--- src/rtl/wdw_pkg.sv ---
package wdw_pkg;

    typedef enum logic [1:0] {
        ST_WATCH    = 2'd0,
        ST_PARK     = 2'd1,
        ST_HOLD_RST = 2'd2
    } sup_state_t;

    typedef enum logic [1:0] {
        CAUSE_NONE  = 2'd0,
        CAUSE_LATE  = 2'd1,
        CAUSE_EARLY = 2'd2
    } cause_t;

    typedef struct packed {
        logic   valid;
        cause_t kind;
    } fault_t;

    function automatic logic cause_is_set(cause_t c);
        return c != CAUSE_NONE;
    endfunction

endpackage

--- src/rtl/wdw_window.sv ---
module wdw_window
    import wdw_pkg::*;
#(
    parameter int CNT_W = 16
) (
    input  logic             clk,
    input  logic             rst,
    input  logic             active_i,
    input  logic             kick_i,
    input  logic [CNT_W-1:0] open_i,
    input  logic [CNT_W-1:0] close_i,
    output fault_t           fault_o,
    output logic [CNT_W-1:0] age_o
);
    localparam logic [CNT_W-1:0] AGE_MAX = '1;

    logic [CNT_W-1:0] age_q;

    // classify the current cycle
    always_comb begin
        fault_o = '{valid: 1'b0, kind: CAUSE_NONE};
        if (active_i) begin
            if (kick_i) begin
                if (age_q < open_i) begin
                    fault_o = '{valid: 1'b1, kind: CAUSE_EARLY};
                end
            end else if (age_q >= close_i) begin
                fault_o = '{valid: 1'b1, kind: CAUSE_LATE};
            end
        end
    end

    always_ff @(posedge clk) begin
        if (rst || !active_i || kick_i || fault_o.valid) begin
            age_q <= '0;
        end else if (age_q != AGE_MAX) begin
            age_q <= age_q + 1'b1;
        end
    end

    assign age_o = age_q;

endmodule

--- src/rtl/wdw_seq.sv ---
module wdw_seq
    import wdw_pkg::*;
#(
    parameter int CNT_W   = 16,
    parameter int RST_CYC = 8
) (
    input  logic             clk,
    input  logic             rst,
    input  logic             fault_i,
    input  logic             park_done_i,
    input  logic [CNT_W-1:0] park_hold_i,
    output sup_state_t       state_o
);
    localparam int RW = $clog2(RST_CYC + 1);
    localparam int SW = (CNT_W > RW) ? CNT_W : RW;

    sup_state_t    st_q;
    logic [SW-1:0] cnt_q;

    always_ff @(posedge clk) begin
        if (rst) begin
            st_q  <= ST_WATCH;
            cnt_q <= '0;
        end else begin
            unique case (st_q)
                ST_WATCH: begin
                    cnt_q <= '0;
                    if (fault_i) st_q <= ST_PARK;
                end
                ST_PARK: begin
                    if (park_done_i || cnt_q >= SW'(park_hold_i)) begin
                        st_q  <= ST_HOLD_RST;
                        cnt_q <= '0;
                    end else begin
                        cnt_q <= cnt_q + 1'b1;
                    end
                end
                ST_HOLD_RST: begin
                    if (cnt_q == SW'(RST_CYC - 1)) begin
                        st_q  <= ST_WATCH;
                        cnt_q <= '0;
                    end else begin
                        cnt_q <= cnt_q + 1'b1;
                    end
                end
                default: begin
                    st_q  <= ST_WATCH;
                    cnt_q <= '0;
                end
            endcase
        end
    end

    assign state_o = st_q;

    // observation counters for the checks below
    int unsigned park_run;
    int unsigned rst_run;
    always_ff @(posedge clk) begin
        if (rst) begin
            park_run <= 0;
            rst_run  <= 0;
        end else begin
            park_run <= (st_q == ST_PARK) ? park_run + 1 : 0;
            rst_run  <= (st_q == ST_HOLD_RST) ? rst_run + 1 : 0;
        end
    end


    park_len_chk: assert property (@(posedge clk) disable iff (rst)
        (st_q == ST_PARK) |-> (park_run <= 32'(park_hold_i)));


    rst_after_park_chk: assert property (@(posedge clk) disable iff (rst)
        $rose(st_q == ST_HOLD_RST) |-> $past(st_q == ST_PARK));


    rst_width_chk: assert property (@(posedge clk) disable iff (rst)
        $fell(st_q == ST_HOLD_RST) |-> (rst_run == 32'(RST_CYC)));

endmodule

--- src/rtl/wdw_cause.sv ---
module wdw_cause
    import wdw_pkg::*;
(
    input  logic   clk,
    input  logic   rst,
    input  fault_t fault_i,
    input  logic   clr_i,
    input  logic   in_reset_i,
    output cause_t cause_o,
    output logic   irq_o
);
    cause_t cause_q;

    always_ff @(posedge clk) begin
        if (rst) begin
            cause_q <= CAUSE_NONE;
        end else if (fault_i.valid) begin
            cause_q <= fault_i.kind;
        end else if (clr_i) begin
            cause_q <= CAUSE_NONE;
        end
    end

    assign cause_o = cause_q;
    assign irq_o   = cause_is_set(cause_q) && !in_reset_i;


    cause_hold_chk: assert property (@(posedge clk) disable iff (rst)
        (!fault_i.valid && !clr_i) |=> $stable(cause_q));

endmodule

--- src/rtl/wdog_win_supervisor.sv ---
module wdog_win_supervisor
    import wdw_pkg::*;
#(
    parameter int CNT_W   = 16,
    parameter int RST_CYC = 8
) (
    input  logic             clk,
    input  logic             rst,
    input  logic             kick_i,
    input  logic [CNT_W-1:0] win_open_i,
    input  logic [CNT_W-1:0] win_close_i,
    input  logic [CNT_W-1:0] park_hold_i,
    input  logic             park_done_i,
    input  logic             cause_clr_i,
    output logic             park_req_o,
    output logic             chip_rst_o,
    output logic [1:0]       cause_o,
    output logic             host_irq_o
);
    sup_state_t       state_w;
    fault_t           fault_w;
    cause_t           cause_w;
    logic [CNT_W-1:0] age_w;
    logic             active_w;

    assign active_w = (state_w == ST_WATCH);

    wdw_window #(.CNT_W(CNT_W)) u_window (
        .clk      (clk),
        .rst      (rst),
        .active_i (active_w),
        .kick_i   (kick_i),
        .open_i   (win_open_i),
        .close_i  (win_close_i),
        .fault_o  (fault_w),
        .age_o    (age_w)
    );

    wdw_seq #(.CNT_W(CNT_W), .RST_CYC(RST_CYC)) u_seq (
        .clk         (clk),
        .rst         (rst),
        .fault_i     (fault_w.valid),
        .park_done_i (park_done_i),
        .park_hold_i (park_hold_i),
        .state_o     (state_w)
    );

    wdw_cause u_cause (
        .clk        (clk),
        .rst        (rst),
        .fault_i    (fault_w),
        .clr_i      (cause_clr_i),
        .in_reset_i (chip_rst_o),
        .cause_o    (cause_w),
        .irq_o      (host_irq_o)
    );

    assign park_req_o = (state_w == ST_PARK);
    assign chip_rst_o = (state_w == ST_HOLD_RST);
    assign cause_o    = cause_w;


    valid_kick_chk: assert property (@(posedge clk) disable iff (rst)
        (active_w && kick_i && age_w >= win_open_i && age_w <= win_close_i)
        |=> !park_req_o);


    early_kick_chk: assert property (@(posedge clk) disable iff (rst)
        (active_w && kick_i && age_w < win_open_i)
        |=> (park_req_o && cause_o == 2'b10));


    missed_kick_chk: assert property (@(posedge clk) disable iff (rst)
        (active_w && !kick_i && age_w >= win_close_i)
        |=> (park_req_o && cause_o == 2'b01));

endmodule

--- config.mk ---
export PLATFORM = sky130hd
export DESIGN_NAME = wdog_win_supervisor
export DESIGN_NICKNAME = d
export VERILOG_FILES = /design/src/rtl/wdw_pkg.sv /design/src/rtl/wdw_window.sv /design/src/rtl/wdw_seq.sv /design/src/rtl/wdw_cause.sv /design/src/rtl/wdog_win_supervisor.sv
export SDC_FILE = /design/constraint.sdc
export NUM_CORES = 1
export LEC_CHECK = 0
export ABC_AREA = 1
export ABC_CLOCK_PERIOD_IN_PS = 2400
export BUFFER_PORTS_ARGS = -buffer_cell sky130_fd_sc_hd__buf_2
export CORE_MARGIN = 2
export CORE_UTILIZATION = 55
export DETAILED_ROUTE_END_ITERATION = 8
export HOLD_SLACK_MARGIN = 0.02
export PLACE_DENSITY = 0.77
export SYNTH_ARGS = -nofsm -noshare
export SYNTH_HDL_FRONTEND = slang
export SYNTH_SLANG_ARGS = --single-unit
--- constraint.sdc ---
create_clock -name clk -period 2.4 [get_ports clk]
set_input_delay 0.36 -clock clk [delete_from_list [all_inputs] [get_ports clk]]
set_output_delay 0.36 -clock clk [all_outputs]
set_load 0.1 [all_outputs]
== Word level (Yosys, flattened, before mapping) ==
Index checks and enable logic that the tools add are counted.
Storage, ports and cells
  register bits after elaboration: 36
  input port bits: 53
  output and inout bits: 5
  word-level logic and storage cells: 40
Operators by class
  $add $sub $neg: 2
  magnitude comparators: 3
  equal/unequal tests: 7
  multiplexer cells: 13
  reductions and logical operators: 11
Operator list (number)
  $add 16x1->16 const B: 2
  $ge 16x16->1: 2
  $mux 16: 2
  $pmux 16 s2: 1
  $eq 16x3->1 const B: 1
  $lt 16x16->1: 1
  $ne 16x16->1 const B: 1
  $mux 3: 4
  $mux 2: 5
  $pmux 2 s3: 1
  $logic_or 1x1->1: 4
  $ne 2x2->1 const B: 2
  $reduce_bool 2->1: 2
  $reduce_and 3->1: 1
  $eq 2x1->1 const B: 1
  $eq 2x2->1 const B: 1
  $logic_not 1->1: 2
  $logic_not 2->1: 1
  $ne 2x1->1 const B: 1
  $logic_and 1x1->1: 1

== Longest topological paths before layout ==
Gate-level depths: netlist of run 1.
  depth after elaboration: 6
  depth in mapped cells: 16
  mapped depth without buffers: 16

== Hierarchy ==
A second synthesis of run 1 with hierarchy kept.
Unflattened totals
  cell total of the unflattened synthesis: 440
  area, all modules: 3138.0 µm²
By module, submodules not included
  wdw_window: times used 1, cells each 243, area each 1676.6 µm², seq. area each 320.3 µm²
  wdw_seq: times used 1, cells each 181, area each 1363.8 µm², seq. area each 360.3 µm²
  wdw_cause: times used 1, cells each 11, area each 78.8 µm², seq. area each 40.0 µm²
  wdog_win_supervisor: times used 1, cells each 5, area each 18.8 µm², seq. area each 0.0 µm²

== Worst setup path after synthesis of run 1 ==
No wires, ideal clock.
  path type: flip-flop to output port
  from: reg u_seq.st_q[0], in the netlist u_seq.state_o[0]
  to: out host_irq_o
  arrival: 2.377 ns
  required time: 2.040 ns
  path slack: -0.337 ns
  stages on the path, launching flop included: 4
  path buffers: 0
  cell sequence: dfxtp_1 > inv_1 > ha_1 > nor2_1
Between the ends
  longest elaborated chain between the ends: 3
Ends and longest elaborated chain
  start: declaration: RTL line wdw_seq.sv:17  | sup_state_t st_q;
  start signal: assignment: RTL line wdw_seq.sv:22  | st_q <= ST_WATCH;
  start signal: assignment: RTL line wdw_seq.sv:28  | if (fault_i) st_q <= ST_PARK;
  start signal: assignment: RTL line wdw_seq.sv:32  | st_q <= ST_HOLD_RST;
  $eq 2x2->1
  net chip_rst_o: RTL line wdog_win_supervisor.sv:16  | output logic chip_rst_o,
  $logic_not 1->1: RTL line wdw_cause.sv:25  | assign irq_o = cause_is_set(cause_q) && !in_reset_i;
  $logic_and 1x1->1: RTL line wdw_cause.sv:25
  end: declaration: RTL line wdog_win_supervisor.sv:18  | output logic host_irq_o
The timed path passes the listed nets, and every way through them passes these cells.

== Worst setup path in the final report of run 1 ==
  from: reg u_seq.cnt_q[9]
  to: reg u_seq.cnt_q[15]
Between the ends
  longest elaborated chain between the ends: 4
  elaborated cells between the ends (all ways): 7
  those cells by class: add/sub (1); order compare (1); eq/ne (1); mux (3); reduce/logical (1)
Ends and longest elaborated chain
  start: declaration: RTL line wdw_seq.sv:18  | logic [SW-1:0] cnt_q;
  start signal: assignment: RTL line wdw_seq.sv:35  | cnt_q <= cnt_q + 1'b1;
  start signal: assignment: RTL line wdw_seq.sv:43  | cnt_q <= cnt_q + 1'b1;
  $ge 16x16->1: RTL line wdw_seq.sv:31  | if (park_done_i || cnt_q >= SW'(park_hold_i)) begin
  $logic_or 1x1->1: RTL line wdw_seq.sv:31
  $mux 16: RTL line wdw_seq.sv:31
  $pmux 16 s2 (*): RTL line wdw_seq.sv:25  | unique case (st_q)
Every way passes the cells marked *; elsewhere a longest branch is shown, timed or not.
A chain may end at the register's enable or synchronous reset.

==> impl_metrics.yaml, run 1 <==
synthesis:
  synth-simple-area-share: 0.282
  yosysSeqAreaShare: 0.237
  synth_enable_flop_cells: 0
  ys_ff_latch: 36
  synth_area_mm2: 0.00304
  synth_top_family_by_area: "simple AND/OR/NAND/NOR gates"
  synth_compound_area_frac: 0.0778
  synth_nets: 556
  async_reset_ff_frac: 0
  synth_cells: 450
  yosys_warnings: 0
  synth-adder-area-share: 0.218
  synth_area_per_cell_um2: 6.75
  synthMuxAreaShare: 0.00329
  ys.flop_type: "dfxtp_1"
  synthXorXnorAreaFrac: 0.0519
  synth.distinct_cells: 27
clock_tree:
  cts_tree: "yes"
  clkTransAtPathRegs_ns: 0.07
  h-tree-depth: 2
  cts.hold.buffers_added: 0
  clock_sinks: 36
  cts_resized: 0
  cts_setup_buffers: 0
  clk_root_buffer_cell: "clkbuf_8"
  clockBufferDepth: 2
  numCtsBuffers: 5
  clock_latency_ns: 0.28
cells_and_area:
  final_nets: 620
  drive_gt1_frac: 0.150
  fillers: 498
  synthToLayoutAreaGrowth_pct: 14.9
  n_antenna_cell: 0
  multiInputGateArea_mm2: 0.00193
  seqCellArea_um2: 721
global_route:
  grt_usage: 0.206
  grt_overflow: 0
  grt_pass1_vias: 2636
  antenna_found_initial: 0
  grt_max_degree: 17
  grt_pass1_wl_um: 10500
floorplanning:
  die_x_um: 78.3
  die_area_mm2: 0.00614
  rows: 27
  start_util: 0.562
  core-area_mm2: 0.00541
  dieHeight_um: 78.3
  io_pins: 58
power:
  finalPower_mw: 1.62
  p_leak_nw: 1.93
  vdd_ir_drop_max_uv: 321
  p_per_area_mw_per_mm2: 464
sta:
  finalHoldViolations: 0
  fin_skew_ns: 0.00536
  fin_tns_setup_ns: 0
  max_freq_ghz: 0.482
  post-route-min-period_ns: 2.07
  finalCritPeriodShare: 0.864
  worst_pin_slew_ns: 0.522
  slew_headroom: 0.651
  rsz0062_at_grt: "false"
  drv_slew: 0
  setup_viol: 0
  fin_ws_ns: 0.325
detailed_routing:
  vias: 2844
  dr.pass1.iters: 4
  final_antenna_net_count: 0
  vias_per_cell: 4.85
  route.detailed.drc: 0
  wl_um: 6020
  routedWlPerCell_um: 10.3
  drt_first_iter_violations: 70
critical_path:
  cp-startpoint: "u_seq.cnt_q[9]"
  rr_worst_depth: 12
  required_ns: 2.60
  worstSetupStartpointType: "flop"
  reg2reg_to: "u_seq.cnt_q[15]"
  cp_max_fo: 16
  rrSetupSlack_ns: 0.33
  end_kind: "flop"
  crit_arrival_ns: 2.28
  timing.rr.start: "u_seq.cnt_q[9]"
  crit_type: "reg2reg"
placement:
  pre_cts_ws_ns: 0.190
  gp_congestion: 0.798
  io_buffers: 57
  dp_hpwl_um: 5030
run_status:
  status: "finished, final reports clean"
flow_run:
  drv_cap: 0
hold_path:
  min_from: "rst"
  min_to: "u_cause.cause_o[1]"
  hold_path_class: "in2reg"
  hold_path_depth: 2
-- worst max path at each step --
stage / end
2_1_floorplan: host_irq_o
3_3_place_gp: u_seq.cnt_q[15]
3_5_place_dp: u_seq.cnt_q[15]
4_1_cts: u_seq.cnt_q[15]
5_1_grt: u_seq.cnt_q[15]
6_report: u_seq.cnt_q[15]
-- cells in the final DEF, fill, tap and decap left out --
cell / n
ha_1: 53
dfxtp_1: 36
nand3b_1: 3
clkbuf_1: 1
nand4_1: 14
nand3_2: 2
nor2_1: 51
a21oi_1: 31
nor4_1: 2
mux2i_1: 1
clkinv_2: 1
buf_2: 57
clkbuf_8: 5
a21oi_2: 1
a211oi_1: 1
nor3_2: 4
nand2_1: 92
inv_1: 99
nand3_1: 15
a21o_1: 1
nand2_2: 1
buf_4: 2
nor2_2: 2
nor3_1: 9
xnor2_1: 6
xor2_1: 12
o21a_1: 2
o21ai_0: 7
inv_2: 2
o21bai_1: 1
-- worst max-delay path, stage by stage, from the launching register on --
cell and delay (ns):
dfxtp_1 0.38, ha_1 0.26, nand2_1 0.08, inv_1 0.04
o21bai_1 0.11, nand2_1 0.06, nand2_1 0.05, nand2_1 0.05
a21oi_1 0.11, nand4_1 0.18, nand2_1 0.10, nand2_1 0.30
nor3_1 0.27
-- routing by layer --
metal / wire length, µm / track usage / vias to the layer above
met5: 0 / 0 / -
met4: 72 / 0.0544 / 0
met3: 171 / 0.0310 / 7
met2: 3050 / 0.390 / 39
met1: 2730 / 0.241 / 1246
li1: - / - / 1552
-- cell usage after synthesis (2+ instances only) --
master    count  area share
xor2_1       12       0.035
nor2_1       52       0.064
nand2_1      92        0.11
nand3_2       2      0.0066
dfxtp_1      36        0.24
nand4_1      14       0.029
nor3_2        4       0.013
nand3b_1      3      0.0074
o21a_1        2      0.0049
o21ai_0       7       0.012
a21oi_1      31       0.051
ha_1         53        0.22
xnor2_1       6       0.017
nor3_1        9       0.015
nand3_1      15       0.025
nor4_1        2      0.0041
inv_2         2      0.0025
inv_1        99        0.12
-- kinds of logic after synthesis --
| kind of cell | count (synthesis) |
|---|---|
| mux | 1 |
| buf+inv | 103 |
| flops | 36 |
| xor+xnor | 18 |
| simple gates | 195 |
| fa+ha+maj | 53 |
| compound gates | 44 |
-- cell type report --
type                            count  area share
Clock buffer                        6      0.0208
Sequential cell                    36       0.206
Tap cell                           72      0.0258
Multi-Input combinational cell    311       0.551
Timing Repair Buffer               59      0.0860
Clock inverter                      1     0.00143
Inverter                          101       0.109
-- flip-flops by register name (all words and copies together), names as in the netlist --
name and count:
u_seq.cnt_q 16, u_seq.state_o 2, u_window.age_o 16, u_cause.cause_o 2
-- per-stage QoR --
stage	hold slack [ns]	instance area, µm²	std cells	utilization
after global routing	0.315	3490	586	0.646
after global placement	0.452	3420	579	0.632
after floorplan	0.429	3040	450	-
after CTS	0.303	3490	586	0.646
final	0.308	3490	586	0.646
after detailed placement	0.458	3420	579	0.632
-- where the power goes --
| part | total, mW | internal, mW | switching (mW) |
|---|---|---|---|
| logic | 0.576 | 0.164 | 0.412 |
| registers | 0.642 | 0.624 | 0.0181 |
| clock network | 0.402 | 0.197 | 0.205 |
| total | 1.62 | 0.985 | 0.635 |
No activity file was read; power rests on OpenSTA's default activity.
==> run 2: changes to the inputs <==
--- a/config.mk
+++ b/config.mk
@@ -8,6 +8,7 @@
 export ABC_AREA = 1
 export ABC_CLOCK_PERIOD_IN_PS = 2400
 export BUFFER_PORTS_ARGS = -buffer_cell sky130_fd_sc_hd__buf_2
+export CORE_ASPECT_RATIO = 1.2
 export CORE_MARGIN = 2
 export CORE_UTILIZATION = 55
 export DETAILED_ROUTE_END_ITERATION = 8
==> run 2 against run 1 <==
Combinational power grew 2%; total power grew 2.7%; die area is essentially flat; via count grew 0.11%; flip-flop and latch count is the same; non-clock buffer count grew 2; worst hold slack lost 0.0075 ns; register-to-register slack gained 0.07 ns; critical path depth shrank 2; largest power group unchanged; first-iteration DRC count grew 8.6%; global-route usage grew 0.91 points; design area grew 0.36%; highest routed layer unchanged.
==> impl_metrics.yaml, run 2 (same netlist as run 1, synthesis figures left out) <==
run_status:
  status: "finished, final reports clean"
sta:
  max_freq_ghz: 0.498
  worst_pin_slew_ns: 0.493
  post-route-min-period_ns: 2.01
  finalHoldViolations: 0
  hold_slack_ns: 0.301
  drv_slew: 0
  rsz0062_at_grt: "false"
  slew_headroom: 0.673
  setup_viol: 0
  finalCritPeriodShare: 0.837
  fin_skew_ns: 0.00835
  fin_ws_ns: 0.391
  fin_tns_setup_ns: 0
power:
  vdd_ir_drop_max_uv: 344
  finalPower_mw: 1.66
  p_leak_nw: 1.95
  p_per_area_mw_per_mm2: 475
floorplanning:
  dieHeight_um: 85.4
  start_util: 0.574
  core-area_mm2: 0.00530
  io_pins: 58
  die_area_mm2: 0.00614
  rows: 29
  die_x_um: 71.9
clock_tree:
  cts_resized: 0
  h-tree-depth: 2
  clock_latency_ns: 0.30
  clkTransAtPathRegs_ns: 0.07
  clk_root_buffer_cell: "clkbuf_8"
  cts_tree: "yes"
  numCtsBuffers: 5
  cts_setup_buffers: 0
  clockBufferDepth: 2
  cts.hold.buffers_added: 0
  clock_sinks: 36
placement:
  io_buffers: 57
  pre_cts_ws_ns: 0.348
  gp_congestion: 0.829
  dp_hpwl_um: 5030
  dp.cells: 571
  placed_area_mm2: 0.00342
detailed_routing:
  route.detailed.drc: 0
  routedWlPerCell_um: 10.5
  vias: 2847
  drt_first_iter_violations: 76
  wl_um: 6050
  final_antenna_net_count: 0
  dr.pass1.iters: 4
  vias_per_cell: 4.92
hold_path:
  min_from: "rst"
  hold_path_class: "in2reg"
critical_path:
  end_kind: "flop"
  timing.rr.start: "u_window.age_o[11]"
  crit_type: "reg2reg"
  crit_arrival_ns: 2.23
  worstSetupStartpointType: "flop"
  required_ns: 2.63
  cp_max_fo: 16
  cp-startpoint: "u_window.age_o[11]"
global_route:
  grt_usage: 0.215
  grt_max_degree: 17
  grt_pass1_vias: 2695
  antenna_found_initial: 0
  grt_pass1_wl_um: 10700
  grt_overflow: 0
cells_and_area:
  postLayoutCellArea_mm2: 0.00351
  final_cell_mix: "inv_1, nand2_1, buf_2, ha_1, nor2_1"
  n_antenna_cell: 0
  fin_cells: 579
  layout_commonest_cell: "inv_1"
  final_nets: 622
  post-route-util: 0.662
  synthToLayoutAreaGrowth_pct: 15.4
  drive_gt1_frac: 0.157
  fillers: 513
flow_run:
  drv_cap: 0
-- run 2: path summary, 6_finish.rpt --
| path | to | slack, ns | cells after the start |
|---|---|---|---|
| setup / recovery | u_window.age_o[7] | 0.39 | 10 |
| hold / removal | u_cause.cause_o[0] | 0.30 | 2 |
| setup reg to reg | u_window.age_o[7] | 0.39 | 10 |
| hold reg to reg | u_seq.cnt_q[0] | 0.46 | 1 |
-- run 2: worst max-delay path: stages, from the launching register on --
cell	delay, ns
dfxtp_1	0.47
ha_1	0.32
a21oi_1	0.14
nand2_1	0.07
a21oi_1	0.18
nand2_1	0.10
nand2_1	0.08
nand3_2	0.11
nor2_2	0.11
nand2_2	0.19
a21oi_1	0.17
-- run 2: layout make-up --
class                   count  area [µm²]  share of cell area
well taps                  62        77.6              0.0221
clock inverters             3        18.8             0.00535
flip-flops and latches     36         721               0.206
clock buffers               5        68.8              0.0196
multi-input cells         311        1930               0.549
inverters                 101         379               0.108
repair buffers             61         315              0.0899
-- run 2: power by group --
group | internal, mW | switching [mW]
Clock | 0.202 | 0.233
Combinational | 0.173 | 0.416
Sequential | 0.624 | 0.0167
Total | 0.999 | 0.665
-- run 2: layer usage --
| layer | part of all wire | up-vias | routed length [µm] | track usage |
|---|---|---|---|---|
| met5 | 0 | - | 0 | 0 |
| met1 | 0.42 | 1261 | 2530 | 0.223 |
| met3 | 0.025 | 6 | 154 | 0.0404 |
| li1 | - | 1554 | - | - |
| met4 | 0.0094 | 0 | 57 | 0.0549 |
| met2 | 0.55 | 26 | 3320 | 0.430 |
==> run 3: changes to the inputs <==
--- a/config.mk
+++ b/config.mk
@@ -5,15 +5,15 @@
 export SDC_FILE = /design/constraint.sdc
 export NUM_CORES = 1
 export LEC_CHECK = 0
-export ABC_AREA = 1
-export ABC_CLOCK_PERIOD_IN_PS = 2400
+export ABC_AREA = 0
+export ABC_CLOCK_PERIOD_IN_PS = 1790
 export BUFFER_PORTS_ARGS = -buffer_cell sky130_fd_sc_hd__buf_2
 export CORE_ASPECT_RATIO = 1.2
 export CORE_MARGIN = 2
-export CORE_UTILIZATION = 55
+export CORE_UTILIZATION = 50
 export DETAILED_ROUTE_END_ITERATION = 8
 export HOLD_SLACK_MARGIN = 0.02
-export PLACE_DENSITY = 0.77
+export PLACE_DENSITY = 0.75
 export SYNTH_ARGS = -nofsm -noshare
 export SYNTH_HDL_FRONTEND = slang
 export SYNTH_SLANG_ARGS = --single-unit
==> constraint.sdc (replaced) <==
create_clock -name clk -period 1.79 [get_ports clk]
set_input_delay 0.2685 -clock clk [delete_from_list [all_inputs] [get_ports clk]]
set_output_delay 0.2685 -clock clk [all_outputs]
set_load 0.1 [all_outputs]
==> run 3 against run 2 <==
The flow now finishes with violations (setup timing); critical endpoint is now u_seq.state_o[1]; fmax fell by 5.1%; highest routed layer unchanged; via count rose by 1.7%; die area is 0.42% higher; routed wire length up 41%; clock skew up 0.0033 ns; critical path type unchanged.
==> impl_metrics.yaml, run 3 <==
sta:
  fin_ws_ns: -0.327
  finalHoldViolations: 0
  rsz0062_at_grt: "true"
  hold_slack_ns: 0.252
  post-route-min-period_ns: 2.12
  slew_headroom: 0.639
  fin_tns_setup_ns: -8.92
  drv_slew: 0
  finalCritPeriodShare: 1.18
  fin_skew_ns: 0.0117
  setup_viol: 36
  worst_pin_slew_ns: 0.536
  max_freq_ghz: 0.472
detailed_routing:
  wl_um: 8520
  routedWlPerCell_um: 15.9
  drt_first_iter_violations: 126
  dr.pass1.iters: 4
  vias: 2896
  vias_per_cell: 5.40
  route.detailed.drc: 0
  final_antenna_net_count: 0
clock_tree:
  clock_sinks: 36
  clock_latency_ns: 0.29
  clkTransAtPathRegs_ns: 0.07
  cts_tree: "yes"
  numCtsBuffers: 5
  clk_root_buffer_cell: "clkbuf_8"
  clockBufferDepth: 2
  h-tree-depth: 2
critical_path:
  cp_max_fo: 2
  crit_slowest_cell: "or3_1"
  end_kind: "flop"
  critPathMaxStageDelay_ns: 0.36
  rr_worst_depth: 9
  worstSetupStartpointType: "flop"
  required_ns: 2.01
  crit_type: "reg2reg"
  crit_arrival_ns: 2.33
  cp_cell_sequence: "buf_6 > ha_2 > or3_1 > o221ai_2 > o211a_1 > nor2b_4 > buf_4 > a21oi_4 > mux2i_1"
synthesis:
  async_reset_ff_frac: 0
  ys.flop_type: "dfxtp_1"
  synth_top_cell_by_area: "dfxtp_1"
  yosysMostFrequentCell: "ha_1"
  yosys_warnings: 0
  ys_ff_latch: 36
  synthTopCellsByCount: "ha_1, inv_1, nor2_1"
  synth_area_mm2: 0.00278
  synth_area_per_cell_um2: 8.07
  netlist_top_cells_area: "dfxtp_1, ha_1, inv_1, nor2_1, xor2_1"
  synth_enable_flop_cells: 0
  synth_cells: 344
  synth_top_area_share: 0.260
  yosysSeqAreaShare: 0.260
  synth_nets: 450
  synth.distinct_cells: 39
power:
  p_sw_mw: 0.954
  clock_power_share: 0.236
  pwr-share-seq: 0.333
  power_frac_comb: 0.431
  vdd_ir_drop_max_uv: 602
  p_leak_nw: 2.04
  swShare: 0.372
  power.internal_mw: 1.61
  finalPower_mw: 2.57
  p_per_area_mw_per_mm2: 595
cells_and_area:
  n_antenna_cell: 0
  layout_commonest_cell: "buf_4"
  fillers: 325
  final_cell_mix: "buf_4, buf_2, inv_1, ha_1, nor2_1"
  drive_gt1_frac: 0.456
  postLayoutCellArea_mm2: 0.00431
  final_nets: 579
  synthToLayoutAreaGrowth_pct: 55.3
  fin_cells: 536
global_route:
  grt_busiest_layer: "met2"
  grtUsageMet2: 0.507
  grt_usage: 0.254
  grt_overflow: 0
  grtUsageMet3: 0.0411
  antenna_found_initial: 0
  grt_max_degree: 11
  grt_pass1_wl_um: 12500
  grt_pass1_vias: 2946
  grt_use_met1: 0.254
floorplanning:
  die_x_um: 72.0
  core-area_mm2: 0.00533
  dieHeight_um: 85.6
  die_area_mm2: 0.00616
  io_pins: 58
  rows: 29
  start_util: 0.520
run_status:
  violations: "setup timing"
  status: "finished with violations"
placement:
  dp_hpwl_um: 5390
  io_buffers: 57
  gp_congestion: 0.886
  placed_area_mm2: 0.00364
  dp.cells: 518
flow_run:
  drv_cap: 0
hold_path:
  hold_path_depth: 3
  hold_path_class: "in2reg"
==> run 3: routing by layer <==
layer,vias up,part of all wire,wire (µm)
met5,-,0,0
met2,73,0.56,4790
li1,1438,-,-
met3,26,0.031,263
met1,1359,0.37,3160
met4,0,0.037,312
==> run 3: cells by family (layout without fill, tap and decap cells) <==
kind of cell / after synthesis / after routing / synth area share
xor+xnor: 26 / 26 / 0.0821
buf+inv: 54 / 183 / 0.0757
mux: 4 / 4 / 0.0144
compound gates: 48 / 48 / 0.111
simple gates: 123 / 124 / 0.218
flops: 36 / 36 / 0.260
fa+ha+maj: 53 / 53 / 0.239
==> run 3: layout make-up <==
type	instances	area, µm²	area share
Inverter	52	195	0.0453
Timing Repair Buffer	123	837	0.194
Clock buffer	8	90.1	0.0209
Tap cell	62	77.6	0.0180
Sequential cell	36	743	0.172
Multi-Input combinational cell	255	2370	0.549
==> run 3: final timing paths <==
check                                         from                 end  slack, ns
worst max-delay path             u_window.age_o[1]    u_seq.state_o[1]      -0.33
worst min-delay path                   cause_clr_i  u_cause.cause_o[1]       0.25
worst max register to register   u_window.age_o[1]    u_seq.state_o[1]      -0.33
worst min register to register  u_cause.cause_o[0]  u_cause.cause_o[0]       0.52
==> run 3: what timing repair did <==
action / CTS / global route
gates cloned: 2 / 0
gates resized for setup: 57 / 47
pin swaps: 18 / 15
setup buffers: 4 / 5
hold buffers: 0 / 0
setup endpoints to repair: 37 / 37
==> run 3: worst max-delay path, delay by kind of cell, from the launching register on <==
kind | cells | cell delay, ns
muxes | 1 | 0.18
DFF | 1 | 0.34
buffers and inverters | 2 | 0.27
and+or+nand+nor | 2 | 0.43
adders and majority gates | 1 | 0.16
AOI/OAI and AO/OA | 3 | 0.65
==> run 3: power groups by stage <==
stage          logic [mW]  clock network, mW  registers (mW)
5_1_grt              1.18              0.656           0.857
2_1_floorplan       0.559                  0           0.911
3_5_place_dp        0.825                  0           0.874
4_1_cts             0.969              0.610           0.856
3_3_place_gp        0.807                  0           0.871
6_report             1.11              0.606           0.854
==> run 3: per-stage QoR <==
step / utilization / setup WS, ns
final: 0.808 / -0.327
after global routing: 0.808 / -0.391
after CTS: 0.758 / -0.263
after detailed placement: 0.682 / -0.532
after global placement: 0.682 / -0.551
after floorplan: - / -0.232
